`src/rtl/vec_pkg.sv`:
```
package vec_pkg;

  typedef enum logic [1:0] {
    ST_IDLE  = 2'd0,
    ST_ARMED = 2'd1,
    ST_RUN   = 2'd2
  } st_e;

  localparam int IDX_MAJ  = 0;
  localparam int IDX_MIN  = 1;
  localparam int IDX_DIR  = 2;
  localparam int IDX_WOPS = 3;

  typedef struct packed {
    logic maj_y;    // major axis is Y
    logic maj_neg;  // major axis steps down
    logic min_neg;  // minor axis steps down
  } dir_t;

  function automatic dir_t decode_dir(input logic [2:0] code);
    dir_t d;
    case (code)
      3'd0:    d = '{maj_y: 1'b0, maj_neg: 1'b0, min_neg: 1'b0};
      3'd1:    d = '{maj_y: 1'b1, maj_neg: 1'b0, min_neg: 1'b0};
      3'd2:    d = '{maj_y: 1'b1, maj_neg: 1'b0, min_neg: 1'b1};
      3'd3:    d = '{maj_y: 1'b0, maj_neg: 1'b1, min_neg: 1'b0};
      3'd4:    d = '{maj_y: 1'b0, maj_neg: 1'b1, min_neg: 1'b1};
      3'd5:    d = '{maj_y: 1'b1, maj_neg: 1'b1, min_neg: 1'b1};
      3'd6:    d = '{maj_y: 1'b1, maj_neg: 1'b1, min_neg: 1'b0};
      default: d = '{maj_y: 1'b0, maj_neg: 1'b0, min_neg: 1'b1};
    endcase
    return d;
  endfunction

endpackage

```
`src/rtl/vec_regfile.sv`:
```
module vec_regfile #(
  parameter  int DW   = 8,
  parameter  int NREG = 4,
  localparam int AW   = $clog2(NREG)
) (
  input  logic                      clk,
  input  logic                      rst_n,
  input  logic                      wr_en,
  input  logic [AW-1:0]             wr_addr,
  input  logic [DW-1:0]             wr_data,
  input  logic                      pmul_wr,
  output logic [NREG-1:0][DW-1:0]   regs_o,
  output logic [DW-1:0]             pmul_o
);

  for (genvar i = 0; i < NREG; i++) begin : g_ent
    logic [DW-1:0] ent_q;
    always_ff @(posedge clk or negedge rst_n) begin
      if (!rst_n)                                   ent_q <= '0;
      else if (wr_en && (wr_addr == AW'(i)))        ent_q <= wr_data;
    end
    assign regs_o[i] = ent_q;
  end

  logic [DW-1:0] pmul_q;
  always_ff @(posedge clk or negedge rst_n) begin
    if (!rst_n)        pmul_q <= '0;
    else if (pmul_wr)  pmul_q <= wr_data;
  end
  assign pmul_o = pmul_q;

  // an entry not addressed by a write keeps its value
  a_r1_untouched_entry: assert property (@(posedge clk) disable iff (!rst_n)
    (wr_en && wr_addr != AW'(0)) |=> $stable(regs_o[0]));

endmodule

```
`src/rtl/vec_dda.sv`:
```
module vec_dda
  import vec_pkg::*;
#(
  parameter int DW = 8,
  parameter int CW = 12
) (
  input  logic          clk,
  input  logic          rst_n,
  input  logic          load,
  input  logic          step,
  input  logic [DW-1:0] major,
  input  logic [DW-1:0] minor,
  input  logic [2:0]    dcode,
  output logic [CW-1:0] x_o,
  output logic [CW-1:0] y_o
);

  logic [DW-1:0] err_q;
  logic [CW-1:0] x_q, y_q;
  dir_t          dsel;
  logic [DW:0]   sum, nxt;
  logic          min_step;
  logic [CW-1:0] maj_delta, min_delta;
  logic          unused_nxt_msb;

  always_comb begin
    dsel      = decode_dir(dcode);
    sum       = {1'b0, err_q} + {1'b0, minor};
    min_step  = (sum >= {1'b0, major});
    nxt       = min_step ? (sum - {1'b0, major}) : sum;
    maj_delta = dsel.maj_neg ? '1 : CW'(1);
    min_delta = !min_step ? '0 : (dsel.min_neg ? '1 : CW'(1));
  end
  assign unused_nxt_msb = nxt[DW];

  always_ff @(posedge clk or negedge rst_n) begin
    if (!rst_n) begin
      err_q <= '0;
      x_q   <= '0;
      y_q   <= '0;
    end else if (load) begin
      err_q <= '0;
    end else if (step) begin
      err_q <= nxt[DW-1:0];
      x_q   <= x_q + (dsel.maj_y ? min_delta : maj_delta);
      y_q   <= y_q + (dsel.maj_y ? maj_delta : min_delta);
    end
  end

  assign x_o = x_q;
  assign y_o = y_q;

  // each accepted pixel moves X by at most one unit
  a_r5_unit_x: assert property (@(posedge clk) disable iff (!rst_n)
    step |=> ((CW'(x_q - $past(x_q)) <= CW'(1)) || (CW'(x_q - $past(x_q)) == '1)));
  // each accepted pixel moves Y by at most one unit
  a_r5_unit_y: assert property (@(posedge clk) disable iff (!rst_n)
    step |=> ((CW'(y_q - $past(y_q)) <= CW'(1)) || (CW'(y_q - $past(y_q)) == '1)));
  // no movement without an accepted pixel
  a_r9_no_move: assert property (@(posedge clk) disable iff (!rst_n)
    !step |=> ($stable(x_q) && $stable(y_q)));

endmodule

```
`src/rtl/vec_pattern.sv`:
```
module vec_pattern #(
  parameter  int DW = 8,
  parameter  int MW = 8,
  localparam logic [MW-1:0] MASK_INIT = MW'(1) << (MW-1)
) (
  input  logic          clk,
  input  logic          rst_n,
  input  logic          load,
  input  logic          step,
  input  logic [DW-1:0] reload,
  output logic [MW-1:0] mask_o
);

  logic [MW-1:0] mask_q;
  logic [DW-1:0] cnt_q;

  always_ff @(posedge clk or negedge rst_n) begin
    if (!rst_n) begin
      mask_q <= MASK_INIT;
      cnt_q  <= '0;
    end else if (load) begin
      mask_q <= MASK_INIT;
      cnt_q  <= reload;
    end else if (step) begin
      if (cnt_q == '0) begin
        mask_q <= {mask_q[0], mask_q[MW-1:1]};
        cnt_q  <= reload;
      end else begin
        cnt_q  <= cnt_q - 1'b1;
      end
    end
  end

  assign mask_o = mask_q;

  // the mask only moves on an accepted pixel or an execute
  a_r7_mask_hold: assert property (@(posedge clk) disable iff (!rst_n)
    (!step && !load) |=> $stable(mask_q));
  // while the counter is still running down the mask does not move
  a_r7_no_early_shift: assert property (@(posedge clk) disable iff (!rst_n)
    (step && !load && cnt_q != '0) |=> $stable(mask_q));

endmodule

```
`src/rtl/vec_stepper.sv`:
```
module vec_stepper
  import vec_pkg::*;
#(
  parameter  int DW   = 8,
  parameter  int CW   = 12,
  parameter  int MW   = 8,
  parameter  int NREG = 4,
  localparam int AW   = $clog2(NREG)
) (
  input  logic          clk,
  input  logic          rst_n,
  input  logic          reg_wr_en,
  input  logic [AW-1:0] reg_wr_addr,
  input  logic [DW-1:0] reg_wr_data,
  input  logic          pmul_wr_en,
  input  logic          exec_stb,
  input  logic [1:0]    exec_mode,
  input  logic          sync_pulse,
  output logic          px_valid,
  input  logic          px_ready,
  output logic [CW-1:0] px_x,
  output logic [CW-1:0] px_y,
  output logic [MW-1:0] px_mask,
  output logic [1:0]    px_mode,
  output logic [DW-1:0] px_wops,
  output logic          go_n
);

  logic [NREG-1:0][DW-1:0] regs;
  logic [DW-1:0]           pmul_val;
  logic [DW-1:0]           maj, mnr, dirr;
  logic                    unused_dir_hi;

  st_e           st_q;
  logic [DW-1:0] dcnt_q;
  logic [1:0]    mode_q;
  logic          exec_ok, step;

  vec_regfile #(.DW(DW), .NREG(NREG)) i_regs (
    .clk     (clk),
    .rst_n   (rst_n),
    .wr_en   (reg_wr_en),
    .wr_addr (reg_wr_addr),
    .wr_data (reg_wr_data),
    .pmul_wr (pmul_wr_en),
    .regs_o  (regs),
    .pmul_o  (pmul_val)
  );

  assign maj           = regs[IDX_MAJ];
  assign mnr           = regs[IDX_MIN];
  assign dirr          = regs[IDX_DIR];
  assign px_wops       = regs[IDX_WOPS];
  assign unused_dir_hi = ^dirr[DW-1:3];

  assign exec_ok  = exec_stb && (st_q == ST_IDLE);
  assign px_valid = (st_q == ST_RUN) && (dcnt_q != '0);
  assign step     = px_valid && px_ready;

  always_ff @(posedge clk or negedge rst_n) begin
    if (!rst_n) begin
      st_q   <= ST_IDLE;
      dcnt_q <= '0;
      mode_q <= '0;
    end else begin
      case (st_q)
        ST_IDLE: if (exec_ok) begin
          st_q   <= ST_ARMED;
          dcnt_q <= maj;
          mode_q <= exec_mode;
        end
        ST_ARMED: if (sync_pulse) begin
          st_q <= (dcnt_q == '0) ? ST_IDLE : ST_RUN;
        end
        ST_RUN: if (step) begin
          dcnt_q <= dcnt_q - 1'b1;
          if (dcnt_q == DW'(1)) st_q <= ST_IDLE;
        end
        default: st_q <= ST_IDLE;
      endcase
    end
  end

  vec_dda #(.DW(DW), .CW(CW)) i_dda (
    .clk   (clk),
    .rst_n (rst_n),
    .load  (exec_ok),
    .step  (step),
    .major (maj),
    .minor (mnr),
    .dcode (dirr[2:0]),
    .x_o   (px_x),
    .y_o   (px_y)
  );

  vec_pattern #(.DW(DW), .MW(MW)) i_pat (
    .clk    (clk),
    .rst_n  (rst_n),
    .load   (exec_ok),
    .step   (step),
    .reload (pmul_val),
    .mask_o (px_mask)
  );

  assign px_mode = mode_q;
  assign go_n    = (st_q == ST_IDLE);

  // a request only begins the cycle after a sync pulse
  a_r4_start_after_sync: assert property (@(posedge clk) disable iff (!rst_n)
    $rose(px_valid) |-> $past(sync_pulse));
  // sync coinciding with execute does not start drawing
  a_r4_sync_with_exec: assert property (@(posedge clk) disable iff (!rst_n)
    (exec_ok && sync_pulse) |=> !px_valid);
  // a stalled request keeps its payload
  a_r9_hold_payload: assert property (@(posedge clk) disable iff (!rst_n)
    (px_valid && !px_ready) |=> (px_valid && $stable(px_x) && $stable(px_y) && $stable(px_mask)));
  // the final accepted pixel ends the vector
  a_r8_done: assert property (@(posedge clk) disable iff (!rst_n)
    (step && dcnt_q == DW'(1)) |=> go_n);
  // the mode cannot change while busy
  a_r2_mode_hold: assert property (@(posedge clk) disable iff (!rst_n)
    !go_n |=> $stable(px_mode));

endmodule

```
`config.mk`:
```
export PLATFORM = sky130hd
export DESIGN_NAME = vec_stepper
export DESIGN_NICKNAME = d
export VERILOG_FILES = /design/src/rtl/vec_pkg.sv /design/src/rtl/vec_regfile.sv /design/src/rtl/vec_dda.sv /design/src/rtl/vec_pattern.sv /design/src/rtl/vec_stepper.sv
export SDC_FILE = /design/constraint.sdc
export NUM_CORES = 1
export LEC_CHECK = 0
export ABC_AREA = 1
export BUFFER_PORTS_ARGS = -buffer_cell sky130_fd_sc_hd__buf_2
export CAP_MARGIN = 40
export CORE_MARGIN = 2
export CORE_UTILIZATION = 40
export DETAILED_ROUTE_END_ITERATION = 12
export PLACE_DENSITY = 0.64
export SLEW_MARGIN = 20
export SYNTH_ARGS = -nofsm -noshare
export SYNTH_HDL_FRONTEND = slang
export SYNTH_HIERARCHICAL = 1
export SYNTH_SLANG_ARGS = --single-unit
```
`constraint.sdc`:
```
create_clock -name clk -period 12.5 [get_ports clk]
set_input_delay 1.875 -clock clk [delete_from_list [all_inputs] [get_ports clk]]
set_output_delay 1.875 -clock clk [all_outputs]
set_load 0.01 [all_outputs]
```
== After elaboration in Yosys (flattened, before gate mapping) ==
Cells that the tools add are included.

* Bitwise operators: 1
* Reduce and logical (&&, ||, !) cells: 21
* Divide/modulo/power cells: 0
* $add $sub $neg: 6
* Eq/ne operators: 16
* Multipliers: 0
* Multiplexer cells: 24
* $lt $le $gt $ge: 1
* Shifts and indexed selects: 0

{| class="wikitable"
|+ Operators with widths
! operator !! count
|-
| two-way mux 8 bit || 11
|-
| two-way mux 12 bit || 5
|-
| adder 12 bit || 2
|-
| case mux 3 bit (7 select lines) || 1
|-
| logical NOT 8 bit || 2
|-
| case mux 8 bit (2 select lines) || 1
|-
| subtractor 8 x 1 -> 8 bit (second input constant) || 2
|-
| two-way mux 2 bit || 5
|-
| adder 8 x 8 -> 9 bit || 1
|-
| == test 3 bit (second input constant) || 3
|-
| >= comparator 9 x 8 -> 1 bit || 1
|-
| == test 8 x 1 -> 1 bit (second input constant) || 1
|-
| nonzero test 8 bit || 1
|-
| subtractor 8 bit || 1
|-
| logical AND 1 bit || 7
|-
| == test 2 bit (second input constant) || 3
|-
| == test 3 x 2 -> 1 bit (second input constant) || 2
|-
| inequality test 2 x 1 -> 1 bit (second input constant) || 3
|-
| case mux 2 bit (3 select lines) || 1
|-
| AND reduction 2 bit || 3
|-
| nonzero test 2 bit || 3
|-
| == test 2 x 1 -> 1 bit (second input constant) || 2
|-
| logical NOT 2 bit || 2
|-
| AND reduction 4 bit || 1
|-
| 5 further kinds || 5
|}

* Memory bits (writable): 0
* Memory bits (read-only): 0
* Logic and storage cells: 82
* Register bits after elaboration: 95
* Output and inout port bits: 44
* Latch bits: 0
* Memories: 0

== Longest topological paths before layout ==
* Depth in word-level cells: 6
* Gate-level depth with buffers: 29
* Depth with buffers taken out: 29

== By module ==
The synthesis kept the hierarchy.

{| class="wikitable"
|+ Modules (own cells, without submodules)
! module !! cells each !! area each (µm²) !! times used
|-
| vec_dda || 441 || 3190.6 || 1
|-
| vec_regfile || 176 || 1741.7 || 1
|-
| vec_pattern || 128 || 968.4 || 1
|-
| vec_stepper || 126 || 860.8 || 1
|}

== Worst setup path before layout ==
No wires, ideal clock.

* Path type: register to register
* Start point: register i_regs.g_ent[1].ent_q[0]
* End point: register i_dda.x_q[8], in the netlist i_dda/x_o[8]
* Data required time: 12.383 ns
* Cell stages (with the launch flop): 29
* Path slack: 8.519 ns
* Arrival: 3.863 ns
* Cells stage by stage: dfrtp_1 ha_1 inv_1 fa_1 inv_1 nand3_1 nand2_2 a31o_2 xor2_1 inv_1 ha_1 nand2_1 inv_1 a21oi_2 nand2_4 nand2_4 nand2_4 inv_1 nand2_1 ha_1 fa_1 nand3_1 nand2_1 a21oi_1 nor2_1 o21ai_1 nand3_1 nand3_1 nand2_1

* Longest elaborated chain between the ends: 5

{| class="wikitable"
|+ Ends and longest elaborated chain
! item !! line !! text
|-
| start: declaration || vec_regfile.sv:17 || <nowiki>logic [DW-1:0] ent_q;</nowiki>
|-
| start signal: assignment || vec_regfile.sv:20 || <nowiki>else if (wr_en && (wr_addr == AW'(i))) ent_q <= wr_data;</nowiki>
|-
| adder 8 x 8 -> 9 bit || vec_dda.sv:28 || <nowiki>sum = {1'b0, err_q} + {1'b0, minor};</nowiki>
|-
| >= comparator 9 x 8 -> 1 bit || vec_dda.sv:29 || <nowiki>min_step = (sum >= {1'b0, major});</nowiki>
|-
| two-way mux 12 bit || vec_dda.sv:32 || <nowiki>min_delta = !min_step ? '0 : (dsel.min_neg ? '1 : CW'(1));</nowiki>
|-
| two-way mux 12 bit || vec_dda.sv:45 || <nowiki>x_q <= x_q + (dsel.maj_y ? min_delta : maj_delta);</nowiki>
|-
| adder 12 bit || vec_dda.sv:45 ||
|-
| end signal: assignment || vec_dda.sv:45 ||
|-
| end: declaration || vec_dda.sv:19 || <nowiki>logic [CW-1:0] x_q, y_q;</nowiki>
|}

No other way between the ends.
A chain may end at the register's enable or synchronous reset.

== Final worst setup path ==
Ends and elaborated chain as after synthesis.

==> metrics.yaml <==
cts:
  cts.sink_count: 95
  numCtsBuffers: 9
  clkLatencyLatePin_ns: 0.36
  htree_levels: 3
  postCtsHoldBufs: 0
  cts_resized: 0
  cts_max_path_buffers: 2
  cts-root-buf: "clkbuf_16"
  clk_pin_slew_ns: 0.07
  tritoncts: "done"
  postCtsSetupBuffers: 0
placement:
  dp_hpwl_mm: 10.7
  place_congestion: 0.849
  place_area_um2: 7040
  io_buffer_count: 62
  dp_slack_ns: 8.05
final_layout:
  final_cell_mix: "274 x nand2_1, 94 x dfrtp_1, 90 x inv_1"
  diodes: 0
  fill_cells: 1617
  layout-drive-gt1-share_pct: 17.1
  mostFrequentLayoutCell: "nand2_1"
  fin_area_um2: 7340
  regArea_um2: 2380
  syn_to_final_growth_pct: 11.8
  utilization_pct: 46.0
  multi_input_area_um2: 3620
  fin_nets: 975
grt:
  grt_max_degree: 52
  grt_overflow: 0
  antenna_found_initial: 0
  grt_usage_pct: 17.1
  grt_pass1_wl_mm: 24.8
  grt_pass1_vias: 5212
power_and_ir_drop:
  p_leak_uw: 0.00390
  ir_drop_mv: 0.0875
  p_per_area_nw_per_um2: 261
critical_path:
  cpMaxStageDelayCell: "fa_1"
  cpMostUsedCell: "inv_1"
  cp_max_fo: 14
  required_ns: 12.75
  slowest_delay_ns: 0.44
  worst_setup_path_start_kind: "flip-flop"
  crit_type: "flip-flop to flip-flop"
  crit_arrival_ns: 4.72
  end_kind: "flip-flop"
logic_synthesis:
  synth_cells: 851
  syn-cell-area_um2: 6570
  syn-num-nets: 917
  syn_avg_cell_area_um2: 7.72
  yosys_warnings: 6
floorplanning:
  core_um2: 15900
  row_count: 46
  die_w_um: 132
  die_h_um: 132
  dieArea_um2: 17500
  start_util_pct: 41.2
  boundaryPins: 63
sta:
  worst_slack_ns: 8.03
  tightest_slew_ns: 0.649
  fmaxAchievable_mhz: 224
  relSlewSlack_pct: 56.7
  final_hold_viol_count: 0
  period_share_pct: 35.8
  setup_violations: 0
  fin_crit_ns: 4.47
  grt_setup_unrepaired: "false"
  slew_viol_final: 0
  finClkSkew_ns: 0.0132
  fin_tns_setup_ns: 0
drt:
  routed_via_density: 4.95
  drc_errors: 0
  drt-total-wl_mm: 14.3
  drt_iter0_markers: 261
  dr.pass1.iters: 5
  wire_per_inst_um: 12.7
  antenna_left: 0
  vias: 5595
flow_run:
  max_cap_violations: 0
status:
  status: "finished, final reports clean"
hold_path:
  min-delay-path-class: "flip-flop to flip-flop"
-- worst paths after layout --
path / startpoint / to / slack (ns) / cells after the start
max reg2reg: i_regs/g_ent[1].ent_q[0]$_DFFE_PN0P_ / i_dda/x_o[8]$_DFFE_PN0P_ / 8.03 / 28
min in group asynchronous: rst_n / i_dda/x_o[8]$_DFFE_PN0P_ / 1.43 / 1
min: px_mode[0]$_DFFE_PN0P_ / px_mode[0]$_DFFE_PN0P_ / 0.48 / 2
max: i_regs/g_ent[1].ent_q[0]$_DFFE_PN0P_ / i_dda/x_o[8]$_DFFE_PN0P_ / 8.03 / 28
max in group asynchronous: rst_n / i_pat/mask_o[7]$_DFFE_PN1P_ / 10.06 / 3
min reg2reg: px_mode[0]$_DFFE_PN0P_ / px_mode[0]$_DFFE_PN0P_ / 0.48 / 2
-- per-layer routing --
layer  up-vias  part of all wire (%)  global-route usage, %
met5         -                     0                      0
met4         0                   1.4                   5.50
met3        12                   3.2                   2.81
met2        89                    43                   26.0
met1      2594                    52                   24.8
li1       2900                     -                      -
-- through the flow --
| step | instances | total power [uW] | hold slack, ns |
|---|---|---|---|
| 4_1_cts | 1130 | 1930 | 0.480 |
| 6_report | 1130 | 1910 | 0.475 |
| 3_5_place_dp | 1114 | 1630 | 0.460 |
| 5_1_grt | 1130 | 2110 | 0.501 |
| 2_1_floorplan | 851 | 1390 | 0.448 |
| 3_3_place_gp | 1112 | 1610 | 0.462 |
-- power breakdown --
| part | internal (uW) | total, uW | switching (uW) |
|---|---|---|---|
| Sequential | 408 | 501 | 92.9 |
| Clock | 158 | 286 | 128 |
| Combinational | 421 | 1130 | 705 |
| Total | 988 | 1910 | 925 |
-- critical path, delay by kind of cell (launching register included) --
family	cells	cell delay [ns]
AO/OA/AOI/OAI	4	0.73
AND/OR/NAND/NOR	13	1.15
adder cells (fa/ha/maj)	5	1.56
buffers and inverters	5	0.34
XOR/XNOR	1	0.23
flip-flops	1	0.36
-- flip-flops by register name (all words and copies together), names as in the netlist --
name,flops
i_regs/g_ent.ent_q,27
i_dda/x_o,12
i_dda/y_o,12
dcnt_q,8
i_dda/err_q,8
i_pat/cnt_q,8
i_pat/mask_o,8
i_regs/pmul_o,8
px_mode,2
st_q,2
-- layout make-up --
class / instances / area share (%)
well taps: 216 / 3.68
clock inverters: 6 / 1.02
inverters: 99 / 5.44
multi-input cells: 639 / 49.4
repair buffers: 65 / 4.94
clock buffers: 10 / 3.12
flip-flops and latches: 95 / 32.4
Note: power is estimated with default switching activity, not from simulation.
